## src/rtl/spi_cmd_pkg.sv

```systemverilog
// Shared widths, command codes and frame layout for the serial command receiver.
package spi_cmd_pkg;
    localparam int FRAME_W = 16;
    localparam int CMD_W   = 4;
    localparam int DATA_W  = FRAME_W - CMD_W;

    typedef logic [CMD_W-1:0]  cmd_t;
    typedef logic [DATA_W-1:0] data_t;

    // Recognised command codes; anything else is ignored.
    typedef enum logic [CMD_W-1:0] {
        OP_SET_MODE  = 4'h1,
        OP_SET_TRACE = 4'h2
    } op_e;

    // Command sits in the upper bits, data in the lower bits.
    typedef struct packed {
        cmd_t  cmd;
        data_t data;
    } frame_t;
endpackage

```

## src/rtl/spi_sync.sv

```systemverilog
// Multi-bit, multi-stage synchroniser.
// Assumes each bit is an independent level that stays stable for several
// clk cycles, so bits need no mutual coherence beyond that.
module spi_sync #(
    parameter int              WIDTH   = 3,
    parameter int              STAGES  = 2,
    parameter logic [WIDTH-1:0] RST_VAL = '0
) (
    input  logic             clk,
    input  logic             rst_n,
    input  logic [WIDTH-1:0] d_i,
    output logic [WIDTH-1:0] q_o
);
    logic [WIDTH-1:0] stage_q [STAGES];

    // First stage samples the asynchronous inputs.
    always_ff @(posedge clk) begin
        if (!rst_n) stage_q[0] <= RST_VAL;
        else        stage_q[0] <= d_i;
    end

    genvar g;
    generate
        for (g = 1; g < STAGES; g++) begin : g_stage
            // Each later stage re-times the previous one.
            always_ff @(posedge clk) begin
                if (!rst_n) stage_q[g] <= RST_VAL;
                else        stage_q[g] <= stage_q[g-1];
            end
        end
    endgenerate

    assign q_o = stage_q[STAGES-1];
endmodule

```

## src/rtl/spi_deser.sv

```systemverilog
// Serial-to-parallel converter working on synchronised serial lines.
// Shifts one bit in on each rising serial-clock edge while chip select is low,
// counts those edges, and flags a frame when chip select rises after exactly
// FRAME_W edges. Assumes clk is at least 4x the serial clock.
module spi_deser #(
    parameter int FRAME_W = 16
) (
    input  logic               clk,
    input  logic               rst_n,
    input  logic               sck_s,
    input  logic               mosi_s,
    input  logic               cs_n_s,
    output logic               frame_vld_o,
    output logic [FRAME_W-1:0] frame_o
);
    localparam int CNT_W   = $clog2(FRAME_W + 2);
    localparam int CNT_MAX = FRAME_W + 1;

    logic             sck_d, cs_d;
    logic [CNT_W-1:0] edge_cnt;
    logic [FRAME_W-1:0] shreg;
    logic             sck_rise, cs_rise;

    assign sck_rise = sck_s & ~sck_d;
    assign cs_rise  = cs_n_s & ~cs_d;

    // Delayed copies of the synchronised lines for edge detection.
    always_ff @(posedge clk) begin
        if (!rst_n) begin
            sck_d <= 1'b0;
            cs_d  <= 1'b1;
        end else begin
            sck_d <= sck_s;
            cs_d  <= cs_n_s;
        end
    end

    // Edge counter: cleared while deselected, saturates one past a full frame.
    always_ff @(posedge clk) begin
        if (!rst_n)                                       edge_cnt <= '0;
        else if (cs_n_s)                                  edge_cnt <= '0;
        else if (sck_rise && edge_cnt != CNT_W'(CNT_MAX)) edge_cnt <= edge_cnt + 1'b1;
    end

    // Shift register: MSB arrives first and ends at the top.
    always_ff @(posedge clk) begin
        if (!rst_n)                  shreg <= '0;
        else if (!cs_n_s && sck_rise) shreg <= {shreg[FRAME_W-2:0], mosi_s};
    end

    assign frame_vld_o = cs_rise && (edge_cnt == CNT_W'(FRAME_W));
    assign frame_o     = shreg;

    // the edge counter never passes its saturation value.
    assert_cnt_bounded_R4: assert property (@(posedge clk) disable iff (!rst_n)
        edge_cnt <= CNT_W'(CNT_MAX));
endmodule

```

## src/rtl/spi_dispatch.sv

```systemverilog
// Decodes a complete frame and writes the addressed target register.
// Assumes frame_vld_i is a single-cycle pulse with frame_i stable alongside it.
module spi_dispatch
    import spi_cmd_pkg::*;
#(
    parameter logic [DATA_W-1:0] MODE_OFF = '0
) (
    input  logic              clk,
    input  logic              rst_n,
    input  logic              frame_vld_i,
    input  frame_t            frame_i,
    output logic [DATA_W-1:0] mode_o,
    output logic              trace_o,
    output logic              stb_o
);
    logic hit_mode, hit_trace;

    // Command decode.
    always_comb begin
        hit_mode  = frame_vld_i && (frame_i.cmd == OP_SET_MODE);
        hit_trace = frame_vld_i && (frame_i.cmd == OP_SET_TRACE);
    end

    // Target registers and acceptance strobe.
    always_ff @(posedge clk) begin
        if (!rst_n) begin
            mode_o  <= MODE_OFF;
            trace_o <= 1'b0;
            stb_o   <= 1'b0;
        end else begin
            stb_o <= hit_mode | hit_trace;
            if (hit_mode)  mode_o  <= frame_i.data;
            if (hit_trace) trace_o <= frame_i.data[0];
        end
    end

    // the strobe never lasts two cycles.
    assert_stb_single_R6: assert property (@(posedge clk) disable iff (!rst_n)
        stb_o |=> !stb_o);
    // the mode register only moves together with the strobe.
    assert_mode_hold_R5: assert property (@(posedge clk) disable iff (!rst_n)
        !$stable(mode_o) |-> stb_o);
    // the trace flag only moves together with the strobe.
    assert_trace_hold_R5: assert property (@(posedge clk) disable iff (!rst_n)
        !$stable(trace_o) |-> stb_o);
endmodule

```

## src/rtl/spi_cmd_rx.sv

```systemverilog
// Serial command word receiver top level.
// Synchronises the serial lines, deserialises one word per chip-select pulse
// and dispatches it to the mode register or the trace flag.
// Assumes clk runs at least 4x the serial clock rate.
module spi_cmd_rx
    import spi_cmd_pkg::*;
#(
    parameter int                SYNC_STAGES = 2,
    parameter logic [DATA_W-1:0] MODE_OFF    = '0
) (
    input  logic              clk,
    input  logic              rst_n,
    input  logic              sck,
    input  logic              mosi,
    input  logic              cs_n,
    output logic [DATA_W-1:0] mode_o,
    output logic              trace_o,
    output logic              cmd_stb_o
);
    logic [2:0]         lines_s;
    logic               frame_vld;
    logic [FRAME_W-1:0] frame_bits;

    spi_sync #(.WIDTH(3), .STAGES(SYNC_STAGES), .RST_VAL(3'b100)) u_sync (
        .clk   (clk),
        .rst_n (rst_n),
        .d_i   ({cs_n, mosi, sck}),
        .q_o   (lines_s)
    );

    spi_deser #(.FRAME_W(FRAME_W)) u_deser (
        .clk         (clk),
        .rst_n       (rst_n),
        .sck_s       (lines_s[0]),
        .mosi_s      (lines_s[1]),
        .cs_n_s      (lines_s[2]),
        .frame_vld_o (frame_vld),
        .frame_o     (frame_bits)
    );

    spi_dispatch #(.MODE_OFF(MODE_OFF)) u_disp (
        .clk         (clk),
        .rst_n       (rst_n),
        .frame_vld_i (frame_vld),
        .frame_i     (frame_t'(frame_bits)),
        .mode_o      (mode_o),
        .trace_o     (trace_o),
        .stb_o       (cmd_stb_o)
    );

    // a strobe requires chip select to have been released recently.
    assert_stb_after_release_R10: assert property (@(posedge clk) disable iff (!rst_n)
        cmd_stb_o |-> lines_s[2]);
endmodule

```

## config.mk

```make
export PLATFORM = sky130hd
export DESIGN_NAME = spi_cmd_rx
export DESIGN_NICKNAME = d
export VERILOG_FILES = /design/src/rtl/spi_cmd_pkg.sv /design/src/rtl/spi_sync.sv /design/src/rtl/spi_deser.sv /design/src/rtl/spi_dispatch.sv /design/src/rtl/spi_cmd_rx.sv
export SDC_FILE = /design/constraint.sdc
export NUM_CORES = 1
export LEC_CHECK = 0
export BUFFER_PORTS_ARGS = -buffer_cell sky130_fd_sc_hd__buf_2
export CORE_MARGIN = 2
export CORE_UTILIZATION = 45
export CTS_CLUSTER_SIZE = 40
export DETAILED_ROUTE_END_ITERATION = 6
export PLACE_DENSITY = 0.75
export SLEW_MARGIN = 20
export SYNTH_ARGS = -nofsm -noshare
export SYNTH_HDL_FRONTEND = slang
export SYNTH_HIERARCHICAL = 1
export SYNTH_SLANG_ARGS = --single-unit
```

## constraint.sdc

```tcl
create_clock -name clk -period 2 [get_ports clk]
set_clock_uncertainty 0.05 [all_clocks]
set_input_delay 0.3 -clock clk [delete_from_list [all_inputs] [get_ports clk]]
set_output_delay 0.3 -clock clk [all_outputs]
set_load 0.01 [all_outputs]
```

# [Word level (Yosys, flattened, before mapping)]
# Memory sizes are Yosys's and may differ from the RTL's.
# Cells that the tools add are included.
[word_totals] ff_bits=37 latchBits=0 ramBits=6 romBits=0 input_bits=5 output_inout_bits=14 mem_count=1
[memory_table] name="u_sync.stage_q" depth=2 width=3 read_ports=2 rd_clocked_by_memory_dff=0 write_ports=2 line_no="spi_sync.sv:14" source="logic [WIDTH-1:0] stage_q [STAGES];"
[classes] addsub=1 n_mul=0 n_div=0 magnitude_cmp=0 n_eq_ne=4 shifts=0 muxes=4 bitwise_logic=8 n_reduce_logical=7
[ops] op="3-bit two-way mux" count=2
[ops] op="5-bit by 1-bit adder with 5-bit output (second input constant)" count=1
[ops] op="5-bit == test (second input constant)" count=1
[ops] op="1-bit logical AND" count=5
[ops] op="5-bit != test (second input constant)" count=1
[ops] op="4-bit by 1-bit == test with 1-bit output (second input constant)" count=1
[ops] op="4-bit by 2-bit == test with 1-bit output (second input constant)" count=1
[ops] op="1-bit NOT" count=3
[ops] op="1-bit bitwise OR" count=3
[ops] op="1-bit AND" count=2
[ops] op="1-bit two-way mux" count=2
[ops] op="2-bit OR reduction" count=1
[ops] op="1-bit zero test" count=1

# [Logic depth before layout (Yosys ltp)]
[logic_depth] depth_word=5 mapped_depth=10 depth_no_buf=8

# [Modules after synthesis]
# The synthesis kept the hierarchy.
[modules_own_cells] mod="spi_deser" n_inst=1 cells_each=109 area_per_inst_um2=939.7 seq_area_each_um2=460.4
[modules_own_cells] mod="spi_dispatch" n_inst=1 cells_each=62 area_per_inst_um2=591.8 seq_area_each_um2=280.3
[modules_own_cells] mod="spi_sync" n_inst=1 cells_each=12 area_per_inst_um2=157.7 seq_area_each_um2=120.1

# [Worst setup path after synthesis]
# OpenSTA, ideal clock, no wires.
[synth_timing] path_type="flip-flop to flip-flop" startpoint="register u_deser.edge_cnt[0]" endpoint="register u_disp.mode_o[0]" setup_ns=0.119 arrival_time_ns=1.536 t_required_ns=1.831 slack_ns=0.296 stages_incl_launch_ff=11 cell_sequence="dfxtp_1 > inv_1 > ha_1 > nand2_1 > nor3_1 > and3_1 > nor3b_2 > and3b_1 > buf_6 > buf_12 > mux2i_1"
[synth_via] elab_chain_len=3
[synth_lines] item="from (decl)" line_no="spi_deser.sv:20" source="logic [CNT_W-1:0] edge_cnt;"
[synth_lines] item="from (signal assigned)" line_no="spi_deser.sv:42" source="else if (sck_rise && edge_cnt != CNT_W'(CNT_MAX)) edge_cnt <= edge_cnt + 1'b1;"
[synth_lines] item="5-bit == test" line_no="spi_deser.sv:51" source="assign frame_vld_o = cs_rise && (edge_cnt == CNT_W'(FRAME_W));"
[synth_lines] item="1-bit logical AND" line_no="spi_deser.sv:51"
[synth_lines] item="via frame_vld" line_no="spi_cmd_rx.sv:21" source="logic frame_vld;"
[synth_lines] item="1-bit logical AND" line_no="spi_dispatch.sv:20" source="hit_mode = frame_vld_i && (frame_i.cmd == OP_SET_MODE);"
[synth_lines] item="to (signal assigned)" line_no="spi_dispatch.sv:32" source="if (hit_mode) mode_o <= frame_i.data;"
[synth_lines] item="to (decl)" line_no="spi_dispatch.sv:12" source="output logic [DATA_W-1:0] mode_o,"
# The timed path passes the listed nets, and every way through them passes these cells.
# A chain may end at the register's enable or synchronous reset.

# [Worst setup path after layout]
[layout_timing] startpoint="register u_deser.edge_cnt[0]" endpoint="register u_disp.mode_o[9]"
# Same word-level chain as after synthesis.

==> flow_summary.ini <==
[placed_design]
hpwl_um = 1760
dp_worst_setup_slack_ns = 0.214
place.gp.congestion = 0.714
port_buffers = 18

[sta]
setup-tns-final_ns = 0
fmax_mhz = 556
rsz0062_at_grt = false
period_minus_slack_ns = 1.80
worst_pin_slew_ns = 0.619
slew_viol_final = 0
setup_slack_ns = 0.200
fin_crit_sh_pct = 90.0
hold_viol = 0
setup_violations = 0
slew_headroom_pct = 58.1

[layout]
layout_common_cells = 61 x nand2_1, 43 x dfxtp_1, 18 x buf_2
multi_input_area_um2 = 757
n_fill_cell = 362
fin_nets = 210
diodes = 0
register_area_um2 = 861
layout_commonest_cell = nand2_1
drive_gt1_share_pct = 15.3
syn2layout_area_growth_pct = 15.7

[critical_path]
crit_path_cell_trace = inv_1 -> ha_1 -> nand2_1 -> nor3_1 -> and3_1 -> nor3b_4 -> and3b_1 -> buf_12 -> mux2i_1
critPathSlowestCell = dfxtp_1
critPathKind = register to register
rr_worst_depth = 9
worst_ep_required_time_ns = 2.18
crit_fanout = 12
worst_ep_arrival_time_ns = 1.98
crit_path_max_incr_delay_ns = 0.36
cp-start-kind = register
critPathCaptureType = register

[clock_tree]
path_clk_slew_ns = 0.08
cts_hold_buf = 0
clock_sinks = 43
root_buffer = clkbuf_8
htree_levels = 2
cts-buffers-inserted = 5
clk_latency_ns = 0.30
ctsLongestPathBuffers = 2
cts_setup_buffers = 0
cts_tree = yes

[global_routing]
overflow = 0
grt_pass1_vias = 1094
track_usage_pct = 14.8
grt_first_pass_wirelength_um = 4710
grt_antenna_before_repair = 0
grt_start_max_net_pins = 47

[yosys]
netlist_area_mm2 = 0.00169
synth_fp_nets = 191
yosys_warnings = 6
async_reset_ff_share_pct = 0
avgSynthCellArea_um2 = 9.23
synthCells = 183
synth.distinct_cells = 28
ys_ff_latch = 43
ys_seq_area_share_pct = 51.0
synthFlopType = dfxtp_1
synth-edff-count = 0

[floorplan]
core_area_mm2 = 0.00363
rows = 22
die_w_um = 65.3
io_pins = 19
start_util_pct = 46.5
dieArea_mm2 = 0.00426
die_height_um = 65.3

[hold_path]
hp-class = input port to register
hold_depth = 2

[route]
drt-initial-drc-count = 106
ant_nets = 0
dr.pass1.iters = 4
drc = 0
finalWirelength_um = 2780
vias_per_cell = 4.88
via_count = 1224
avgRoutedWirePerCell_um = 11.1

[run]
max_cap_violations = 0

[pwr]
ir_drop_uv = 413
p_leak_nw = 0.703
p_per_area_mw_per_mm2 = 867

[outcome]
outcome = completed
==> final cells by class <==
type                            count  area share [%]
Timing Repair Buffer               21            6.40
Multi-Input combinational cell    127            38.7
Sequential cell                    43            44.0
Clock buffer                        5            3.52
Clock inverter                      3            3.46
Inverter                            4           0.768
Tap cell                           48            3.07
==> worst max-delay path, delay by kind of cell (launching register included) <==
| family | cells | cell delay, ns |
|---|---|---|
| adders and majority gates | 1 | 0.13 |
| buffers and inverters | 2 | 0.23 |
| DFF | 1 | 0.36 |
| muxes | 1 | 0.19 |
| and+or+nand+nor | 5 | 0.75 |
==> synthesized netlist by cell type, types with 2 or more instances <==
cell / instances / area [um2]
ha_1: 3 / 37.5
mux2i_1: 13 / 130
inv_1: 4 / 15.0
a21oi_1: 4 / 20.0
dfxtp_1: 43 / 861
a21boi_0: 6 / 45.0
nand2b_1: 3 / 18.8
nand2_1: 61 / 229
nand3b_1: 3 / 22.5
and2_1: 5 / 31.3
nor3b_2: 2 / 25.0
or3_1: 3 / 18.8
buf_2: 4 / 20.0
a21boi_1: 11 / 82.6
clkbuf_1: 3 / 11.3
o21ai_0: 3 / 15.0
==> final timing paths <==
| kind | startpoint | end | slack, ns |
|---|---|---|---|
| min | cs_n | u_sync/stage_q[0][2]$_SDFF_PN1_ | 0.13 |
| max reg2reg | u_deser/edge_cnt[0]$_SDFFE_PP0P_ | u_disp/mode_o[9]$_SDFFE_PN0P_ | 0.20 |
| max | u_deser/edge_cnt[0]$_SDFFE_PP0P_ | u_disp/mode_o[9]$_SDFFE_PN0P_ | 0.20 |
| min reg2reg | u_sync/stage_q[0][2]$_SDFF_PN1_ | u_sync/stage_q[1][2]$_SDFF_PN1_ | 0.36 |
==> registers in the layout, indices dropped and copies added (netlist names) <==
register / cells
u_deser/frame_o: 16
u_disp/mode_o: 12
u_deser/sck_d: 1
u_deser/cs_d: 1
u_disp/trace_o: 1
u_disp/stb_o: 1
u_deser/edge_cnt: 5
u_sync/stage_q: 6
==> cell families after synthesis <==
group | after synthesis | synth area share, %
buffers and inverters | 13 | 4.59
adder cells (fa/ha/maj) | 3 | 2.22
AO/OA/AOI/OAI | 27 | 11.1
AND/OR/NAND/NOR | 84 | 23.4
flip-flops | 43 | 51.0
multiplexers | 13 | 7.70
==> routing by layer <==
metal  up-vias  track usage (%)  wire length (um)
met5         -                0                 0
li1        633                -                 -
met2        26             22.6              1180
met3         4             5.82               141
met1       561             17.0              1390
met4         0             10.2                69
==> repair_timing <==
item	4_1_cts	5_1_grt
endpoints found under the hold margin	0	0
endpoints found under the setup margin	0	1
gates resized for setup	0	1
==> power by group <==
part           switching (mW)  leakage [nW]  internal (mW)
sequential            0.00327         0.348          0.862
combinational          0.0192         0.290         0.0140
clock                   0.298        0.0644          0.498
==> per-stage QoR <==
step / hold WS [ns] / util, % / area, um2 / std cells / power, mW
floorplan: 0.323 / - / 1690 / 183 / 0.908
global placement: 0.340 / 49.9 / 1810 / 243 / 0.918
detailed placement: 0.344 / 49.9 / 1810 / 243 / 0.919
CTS: 0.121 / 53.6 / 1950 / 251 / 1.72
global route: 0.132 / 53.8 / 1950 / 251 / 1.76
finish: 0.130 / 53.8 / 1950 / 251 / 1.69
Power figures use the tool's default switching activity.
